## config.mk

```make
export PLATFORM = sky130hd
export DESIGN_NAME = tsync_extract
export DESIGN_NICKNAME = d
export VERILOG_FILES = /design/src/rtl/tsync_pkg.sv /design/src/rtl/tsync_bitalign.sv /design/src/rtl/tsync_pktcount.sv /design/src/rtl/tsync_lockfsm.sv /design/src/rtl/tsync_extract.sv
export SDC_FILE = /design/constraint.sdc
export NUM_CORES = 1
export LEC_CHECK = 0
export BUFFER_PORTS_ARGS = -buffer_cell sky130_fd_sc_hd__buf_4
export CAP_MARGIN = 20
export CORE_MARGIN = 1
export CORE_UTILIZATION = 33
export DETAILED_ROUTE_END_ITERATION = 16
export SLEW_MARGIN = 10
export SYNTH_ARGS = -nofsm -noshare
export SYNTH_HDL_FRONTEND = slang
export SYNTH_SLANG_ARGS = --single-unit
```

## constraint.sdc

```tcl
create_clock -name clk -period 6.75 [get_ports clk]
set_input_delay 0 -clock clk [delete_from_list [all_inputs] [get_ports clk]]
set_output_delay 0 -clock clk [all_outputs]
set_load 0.1 [all_outputs]
```

## src/rtl/tsync_pkg.sv

```systemverilog
// Shared types for the transport sync extractor.
package tsync_pkg;
    // Alignment state: searching, confirming, or holding packet lock.
    typedef enum logic [1:0] {
        ST_HUNT   = 2'd0,
        ST_VERIFY = 2'd1,
        ST_LOCKED = 2'd2
    } lock_state_t;
endpackage

```

## src/rtl/tsync_bitalign.sv

```systemverilog
// Bit-to-byte assembler with sync-window detection.
// Shifts valid bits into an 8-bit window (first bit = MSB). When hunting,
// any window equal to a sync byte forces a byte boundary; otherwise a byte
// closes every eighth valid bit. Assumes dss_mode is static between resets.
module tsync_bitalign #(
    parameter logic [7:0] SYNC_MAIN  = 8'h47,
    parameter logic [7:0] SYNC_ALT   = 8'h1D,
    parameter bit         ACCEPT_INV = 1'b1
) (
    input  logic       clk,
    input  logic       rst_n,
    input  logic       bit_vld,
    input  logic       bit_in,
    input  logic       dss_mode,
    input  logic       hunt_en,
    output logic       byte_done,
    output logic [7:0] byte_val,
    output logic       realign,
    output logic       sync_hit,
    output logic       inv_hit
);
    logic [6:0] hist;
    logic [2:0] phase;
    logic       hit_main;
    logic       hit_alt;
    logic       hit_inv;

    assign byte_val = {hist, bit_in};
    assign hit_main = (byte_val == SYNC_MAIN);
    assign hit_alt  = (byte_val == SYNC_ALT);

    // Inverted main sync is only recognised when the variant allows it.
    generate
        if (ACCEPT_INV) begin : g_inv
            assign hit_inv = (byte_val == ~SYNC_MAIN);
        end else begin : g_noinv
            assign hit_inv = 1'b0;
        end
    endgenerate

    // Pick the sync set of the active packet format.
    always_comb begin
        sync_hit  = dss_mode ? hit_alt : (hit_main | hit_inv);
        inv_hit   = !dss_mode && hit_inv;
        realign   = bit_vld && hunt_en && sync_hit;
        byte_done = bit_vld && (realign || phase == 3'd7);
    end

    // Shift history and advance the bit phase on each valid bit.
    always_ff @(posedge clk) begin
        if (!rst_n) begin
            hist  <= '0;
            phase <= '0;
        end else if (bit_vld) begin
            hist  <= byte_val[6:0];
            phase <= byte_done ? 3'd0 : phase + 3'd1;
        end
    end
endmodule

```

## src/rtl/tsync_pktcount.sv

```systemverilog
// Byte position counter within a packet.
// Reports whether the byte now completing sits at packet position 0.
// A realignment forces position 0. Assumes mode is static between resets.
module tsync_pktcount #(
    parameter int PKT_MAIN = 204,
    parameter int PKT_ALT  = 147
) (
    input  logic clk,
    input  logic rst_n,
    input  logic byte_done,
    input  logic realign,
    input  logic dss_mode,
    output logic at_head
);
    localparam int PKT_MAX = (PKT_MAIN > PKT_ALT) ? PKT_MAIN : PKT_ALT;
    localparam int IW      = $clog2(PKT_MAX);

    logic [IW-1:0] idx;
    logic [IW-1:0] cur;
    logic [IW-1:0] last;

    // Position of the completing byte and the last position of the packet.
    always_comb begin
        cur     = realign ? '0 : idx;
        last    = dss_mode ? IW'(PKT_ALT - 1) : IW'(PKT_MAIN - 1);
        at_head = (cur == '0);
    end

    // Step to the next byte position, wrapping at the packet length.
    always_ff @(posedge clk) begin
        if (!rst_n) begin
            idx <= '0;
        end else if (byte_done) begin
            idx <= (cur >= last) ? '0 : cur + 1'b1;
        end
    end

    a_r4_pos_in_range: assert property (@(posedge clk) disable iff (!rst_n)
        idx <= (dss_mode ? IW'(PKT_ALT - 1) : IW'(PKT_MAIN - 1)));
endmodule

```

## src/rtl/tsync_lockfsm.sv

```systemverilog
// Lock state machine: hunt, confirm LOCK_N packet heads, hold lock until
// MISS_N consecutive heads lack a sync byte. Disabling sync forces hunt.
// Assumes LOCK_N >= 2 and MISS_N >= 1.
module tsync_lockfsm
    import tsync_pkg::*;
#(
    parameter int LOCK_N = 3,
    parameter int MISS_N = 4
) (
    input  logic clk,
    input  logic rst_n,
    input  logic sync_en,
    input  logic byte_done,
    input  logic realign,
    input  logic at_head,
    input  logic sync_hit,
    output logic hunting,
    output logic locked,
    output logic lock_next
);
    localparam int CMAX = (LOCK_N > MISS_N) ? LOCK_N : MISS_N;
    localparam int CW   = $clog2(CMAX + 1);

    lock_state_t   st, st_n;
    logic [CW-1:0] cnt, cnt_n, cnt_inc;

    assign cnt_inc = cnt + 1'b1;

    // Next state: count confirmations before lock, misses after.
    always_comb begin
        st_n  = st;
        cnt_n = cnt;
        if (!sync_en) begin
            st_n  = ST_HUNT;
            cnt_n = '0;
        end else if (byte_done) begin
            case (st)
                ST_HUNT: begin
                    if (realign) begin
                        st_n  = ST_VERIFY;
                        cnt_n = CW'(1);
                    end
                end
                ST_VERIFY: begin
                    if (at_head) begin
                        if (!sync_hit) begin
                            st_n  = ST_HUNT;
                            cnt_n = '0;
                        end else if (cnt_inc >= CW'(LOCK_N)) begin
                            st_n  = ST_LOCKED;
                            cnt_n = '0;
                        end else begin
                            cnt_n = cnt_inc;
                        end
                    end
                end
                ST_LOCKED: begin
                    if (at_head) begin
                        if (sync_hit) begin
                            cnt_n = '0;
                        end else if (cnt_inc >= CW'(MISS_N)) begin
                            st_n  = ST_HUNT;
                            cnt_n = '0;
                        end else begin
                            cnt_n = cnt_inc;
                        end
                    end
                end
                default: begin
                    st_n  = ST_HUNT;
                    cnt_n = '0;
                end
            endcase
        end
    end

    // State and counter registers.
    always_ff @(posedge clk) begin
        if (!rst_n) begin
            st  <= ST_HUNT;
            cnt <= '0;
        end else begin
            st  <= st_n;
            cnt <= cnt_n;
        end
    end

    assign hunting   = (st == ST_HUNT);
    assign locked    = (st == ST_LOCKED);
    assign lock_next = (st_n == ST_LOCKED);

    // lock is only entered from the confirming state.
    a_r4_lock_via_verify: assert property (@(posedge clk) disable iff (!rst_n)
        (st == ST_LOCKED && $past(st) != ST_LOCKED) |-> $past(st) == ST_VERIFY);
    // miss count never reaches the loss threshold while locked.
    a_r6_miss_bounded: assert property (@(posedge clk) disable iff (!rst_n)
        (st == ST_LOCKED) |-> (cnt < CW'(MISS_N)));
endmodule

```

## src/rtl/tsync_extract.sv

```systemverilog
// Transport packet sync extractor top level.
// Serial bits in, aligned bytes out with packet-head, group-head and lock
// flags, registered one cycle after the completing bit.
// Assumes dss_mode changes only under reset.
module tsync_extract
    import tsync_pkg::*;
#(
    parameter int         PKT_MAIN  = 204,
    parameter int         PKT_ALT   = 147,
    parameter logic [7:0] SYNC_MAIN = 8'h47,
    parameter logic [7:0] SYNC_ALT  = 8'h1D,
    parameter int         LOCK_N    = 3,
    parameter int         MISS_N    = 4
) (
    input  logic       clk,
    input  logic       rst_n,
    input  logic       dss_mode,
    input  logic       sync_en,
    input  logic       bit_vld,
    input  logic       bit_in,
    output logic [7:0] byte_out,
    output logic       byte_vld,
    output logic       pkt_start,
    output logic       grp_start,
    output logic       lock
);
    logic       byte_done, realign, sync_hit, inv_hit;
    logic [7:0] byte_val;
    logic       at_head, hunting, locked, lock_next;
    logic       hunt_en;

    assign hunt_en = sync_en && hunting;

    tsync_bitalign #(
        .SYNC_MAIN (SYNC_MAIN),
        .SYNC_ALT  (SYNC_ALT),
        .ACCEPT_INV(1'b1)
    ) u_align (
        .clk      (clk),
        .rst_n    (rst_n),
        .bit_vld  (bit_vld),
        .bit_in   (bit_in),
        .dss_mode (dss_mode),
        .hunt_en  (hunt_en),
        .byte_done(byte_done),
        .byte_val (byte_val),
        .realign  (realign),
        .sync_hit (sync_hit),
        .inv_hit  (inv_hit)
    );

    tsync_pktcount #(
        .PKT_MAIN(PKT_MAIN),
        .PKT_ALT (PKT_ALT)
    ) u_count (
        .clk      (clk),
        .rst_n    (rst_n),
        .byte_done(byte_done),
        .realign  (realign),
        .dss_mode (dss_mode),
        .at_head  (at_head)
    );

    tsync_lockfsm #(
        .LOCK_N(LOCK_N),
        .MISS_N(MISS_N)
    ) u_lock (
        .clk      (clk),
        .rst_n    (rst_n),
        .sync_en  (sync_en),
        .byte_done(byte_done),
        .realign  (realign),
        .at_head  (at_head),
        .sync_hit (sync_hit),
        .hunting  (hunting),
        .locked   (locked),
        .lock_next(lock_next)
    );

    assign lock = locked;

    // Register the byte and its flags one cycle after the completing bit.
    always_ff @(posedge clk) begin
        if (!rst_n) begin
            byte_out  <= '0;
            byte_vld  <= 1'b0;
            pkt_start <= 1'b0;
            grp_start <= 1'b0;
        end else begin
            byte_vld  <= byte_done;
            pkt_start <= byte_done && at_head && lock_next;
            grp_start <= byte_done && at_head && lock_next && inv_hit;
            if (byte_done) begin
                byte_out <= byte_val;
            end
        end
    end

    // a byte strobe always follows a valid bit.
    a_r3_vld_after_bit: assert property (@(posedge clk) disable iff (!rst_n)
        byte_vld |-> $past(bit_vld));
    // packet head is flagged only under lock.
    a_r7_start_locked: assert property (@(posedge clk) disable iff (!rst_n)
        pkt_start |-> lock);
    // group head is an inverted-sync packet head in the main format.
    a_r8_grp_is_inv_head: assert property (@(posedge clk) disable iff (!rst_n)
        grp_start |-> (pkt_start && byte_out == ~SYNC_MAIN && !dss_mode));
    // with sync disabled, lock is low from the next cycle on.
    a_r9_off_no_lock: assert property (@(posedge clk) disable iff (!rst_n)
        !sync_en |=> !lock);
endmodule

```

==> summary.txt <==
========================================================================================
Final critical-path setup slack ...........................................      3.55 ns
Combined area of all synthesized cells .................................... 0.00188 sq mm
Met1 Resource Use GR ......................................................        21.4%
Mean routed wirelength per cell ...........................................      13.9 um
Post-detailed-route count of antenna-violating nets .......................            0
Unrepaired setup endpoints after global routing ...........................           no
Global routing usage on met2 ..............................................        21.6%
Internal portion of total power ...........................................       367 uW
Slew Limit Headroom .......................................................        49.7%
IR drop worst, VDD ........................................................       128 uV
R2R Setup Slk .............................................................      3.55 ns
Tmin final ................................................................      3.20 ns
Vias in the first global route ............................................        1,532
Power share of the combinational group ....................................         3.7%
Element type at the critical path end .....................................         flop
Worst Setup EP ............................................................ u_count.idx[1]
Sum of negative setup slack ...............................................         0 ns
Data arrival at the endpoint of the critical path .........................      3.42 ns
Number of synthesized flops with an enable pin ............................            0
Setup Viol. Count Final ...................................................            0
Count of different cell masters after synthesis ...........................           45
Critical Path Source ...................................................... u_lock.st[0]
Data required time of the critical path ...................................      6.97 ns
Met3 Resource Use GR ......................................................        3.18%
Syn-to-layout area delta ..................................................        17.8%
Primary flip-flop cell chosen by synthesis mapping ........................ sky130_fd_sc_hd__dfxtp_1
Layout Nets ...............................................................          256
Core footprint ............................................................ 0.00551 sq mm
Final global-route overflow total .........................................            0
Net count after synthesis .................................................          240
Number of buffers created by CTS ..........................................            5
Cell with the most instances after synthesis .............................. sky130_fd_sc_hd__dfxtp_1
Share of Yosys cell area claimed by the top area cell type ................        36.3%
Power per cell area .......................................................  207 mW/mm^2
Cell depth of the worst flop-to-flop path .................................           10
Vias per std cell .........................................................         5.30
Maximum clock rate ........................................................      312 MHz
Antenna violations before repair ..........................................            0
Number of diodes ..........................................................            0
Vertical die dimension ....................................................      77.4 um
Post-Synthesis Mean Instance Area .........................................   8.37 sq um
RR Endpoint ............................................................... u_count.idx[1]
Num Clock Sinks ...........................................................           34
Rows ......................................................................           27
Fraction of the yosys area taken by sequential cells ......................        36.3%
Critical Path Start Type ..................................................         flop
Path category of the worst min-delay check ................................    in -> reg
Worst setup timing slack at the placement stage ...........................      3.63 ns
Number of remaining DRC errors ............................................            0
Post-detailed-routing wire length .........................................      4350 um
Filler cells ..............................................................          558
Net switching power .......................................................      89.8 uW
Largest net degree at the start of global routing .........................           23
Die outline width .........................................................      77.4 um
Detailed Place HPWL .......................................................      2940 um
Total routing usage reported by global routing ............................        15.4%
Worst clock skew ..........................................................   0.00346 ns
Status .................................................................... complete, no violations
Utilization of the core after routing .....................................        40.1%
Fraction of final layout cells sized beyond drive strength 1 ..............        13.7%
TritonCTS clock tree ......................................................          yes
Leakage ...................................................................     0.878 nW
Sw Ratio ..................................................................        19.7%
Number of max-cap violations ..............................................            0
Reg2Reg Launch Point ...................................................... u_lock.st[0]
Most instantiated cells after synthesis ................................... sky130_fd_sc_hd__dfxtp_1, sky130_fd_sc_hd__a21oi_1, sky130_fd_sc_hd__nor2_1, sky130_fd_sc_hd__o21ai_0, sky130_fd_sc_hd__nand2_1
CTS clock-pin slew for the worst setup and hold paths .....................      0.07 ns
Total die area ............................................................ 0.00599 sq mm
Number of top-level pins ..................................................           18
Relative contribution of the clock network to total power .................        51.7%
Final GP Congestion .......................................................        0.822
Buffer levels on the longest clock path ...................................            2
Number of endpoints with negative hold slack in the final report ..........            0
Port Buffer Count .........................................................           17
Hold slack ................................................................    0.0326 ns
FFs w/ async S/R, synth ...................................................           0%
Worst Setup Path Type .....................................................   reg -> reg
Initial Utilization .......................................................        34.1%
First-pass GRT wire length ................................................      7330 um
Slew Viols, Final .........................................................            0
Clock H-tree levels .......................................................            2
Root buffer selected by CTS ............................................... sky130_fd_sc_hd__clkbuf_8
Most area-consuming cells after synthesis ................................. sky130_fd_sc_hd__dfxtp_1, sky130_fd_sc_hd__a21oi_1, sky130_fd_sc_hd__ha_1, sky130_fd_sc_hd__mux2i_1, sky130_fd_sc_hd__o21ai_0
Insertion delay to the later sink of the worst-skew pair ..................      0.29 ns
Warning count from the yosys run ..........................................            0
Slew @ Worst Pin ..........................................................     0.753 ns
Portion of the clock cycle consumed by the worst path in the final layout .        47.5%
#FFs+latches synth ........................................................           34
Cell taking the most area after synthesis ................................. sky130_fd_sc_hd__dfxtp_1
Vias after detailed routing ...............................................        1,658
Highest-utilization routing layer at the global route stage ...............         met2
Critical path fanouts, max ................................................           10
Drt first pass iters ......................................................            4
Cells after Synth .........................................................          224
First DRT Iteration DRCs ..................................................          110
Number of buffers added for setup after CTS ...............................            0
Share of total power in sequential cells ..................................        44.6%
========================================================================================
-- critical path, cell delays in order, from the launching register on --
cell and delay (ns):
sky130_fd_sc_hd__dfxtp_1 0.47, sky130_fd_sc_hd__nand3b_1 0.19, sky130_fd_sc_hd__nor2_1 0.07, sky130_fd_sc_hd__a22oi_1 0.62
sky130_fd_sc_hd__and2_1 0.22, sky130_fd_sc_hd__ha_1 0.23, sky130_fd_sc_hd__a2111oi_0 0.40, sky130_fd_sc_hd__o21ai_1 0.29
sky130_fd_sc_hd__a21oi_2 0.35, sky130_fd_sc_hd__o21ai_0 0.12, sky130_fd_sc_hd__a21oi_1 0.16
-- per-layer routing --
metal | vias to the layer above | share of wire (%)
met5 | - | 0
met4 | 0 | 2.9
met3 | 11 | 4.2
met2 | 40 | 43
met1 | 763 | 50
li1 | 844 | -
-- power groups by stage --
stage	logic (mW)	clock network, mW	registers [mW]
global placement	0.0164	0	0.208
global route	0.0190	0.246	0.204
finish	0.0169	0.236	0.204
detailed placement	0.0165	0	0.208
CTS	0.0170	0.240	0.204
floorplan	0.0103	0	0.208
-- per-stage QoR --
step           cells  instance area (sq um)  total power [mW]
6_report         313                   2210             0.456
5_1_grt          313                   2210             0.469
2_1_floorplan    224                   1880             0.218
4_1_cts          313                   2210             0.460
3_5_place_dp     304                   2060             0.225
3_3_place_gp     304                   2060             0.225
-- area by class of cell --
class | count | area, sq um | area share (%)
multi-input combinational | 173 | 1120 | 50.9
tap | 72 | 90.1 | 4.08
timing repair buffer | 19 | 145 | 6.57
clock buffer | 6 | 82.6 | 3.74
inverter | 7 | 26.3 | 1.19
sequential | 34 | 681 | 30.8
clock inverter | 2 | 60.1 | 2.72
-- repair_timing --
action / 4_1_cts / 5_1_grt
resized for setup: 0 / 0
hold buffers: 1 / 0
endpoints found under the hold margin: 1 / 0
-- how the worst min path moves through the flow --
stage,startpoint,endpoint,slack [ns],depth (start not counted)
after floorplan,bit_in,u_align.hist[0],0.15,2
after global placement,bit_in,u_align.hist[0],0.29,3
after detailed placement,bit_in,u_align.hist[0],0.30,3
after CTS,sync_en,u_lock.cnt[0],0.03,3
after global routing,sync_en,u_lock.cnt[0],0.05,3
final,sync_en,u_lock.cnt[0],0.03,3
-- cell families after synthesis --
group | Yosys count | share of synthesized area (%)
AND/OR/NAND/NOR | 87 | 27.0
AO/OA/AOI/OAI | 66 | 21.1
flip-flops | 34 | 36.3
buffers and inverters | 17 | 3.74
adder cells (fa/ha/maj) | 10 | 6.67
multiplexers | 9 | 4.80
XOR/XNOR | 1 | 0.467
-- flip-flops by register name, summed over array words and instances (netlist names) --
register and count:
byte_out 8, u_lock.cnt 3, u_align.hist 7, u_align.phase 3
pkt_start 1, u_lock.st 2, byte_vld 1, u_count.idx 8
grp_start 1
-- placed cells by master, fill, tap and decap left out, types with 3 or more instances in the layout --
master and count:
sky130_fd_sc_hd__a21oi_1 27, sky130_fd_sc_hd__and2_1 4, sky130_fd_sc_hd__and3_1 3, sky130_fd_sc_hd__buf_4 18, sky130_fd_sc_hd__clkbuf_8 6, sky130_fd_sc_hd__dfxtp_1 34, sky130_fd_sc_hd__ha_1 10, sky130_fd_sc_hd__inv_1 7
sky130_fd_sc_hd__mux2i_1 9, sky130_fd_sc_hd__nand2_1 12, sky130_fd_sc_hd__nand2b_1 6, sky130_fd_sc_hd__nand3_1 11, sky130_fd_sc_hd__nand3b_1 6, sky130_fd_sc_hd__nand4_1 6, sky130_fd_sc_hd__nor2_1 20, sky130_fd_sc_hd__nor3_1 4
sky130_fd_sc_hd__o211ai_1 3, sky130_fd_sc_hd__o21ai_0 17
Note: power is estimated with default switching activity, not from simulation.
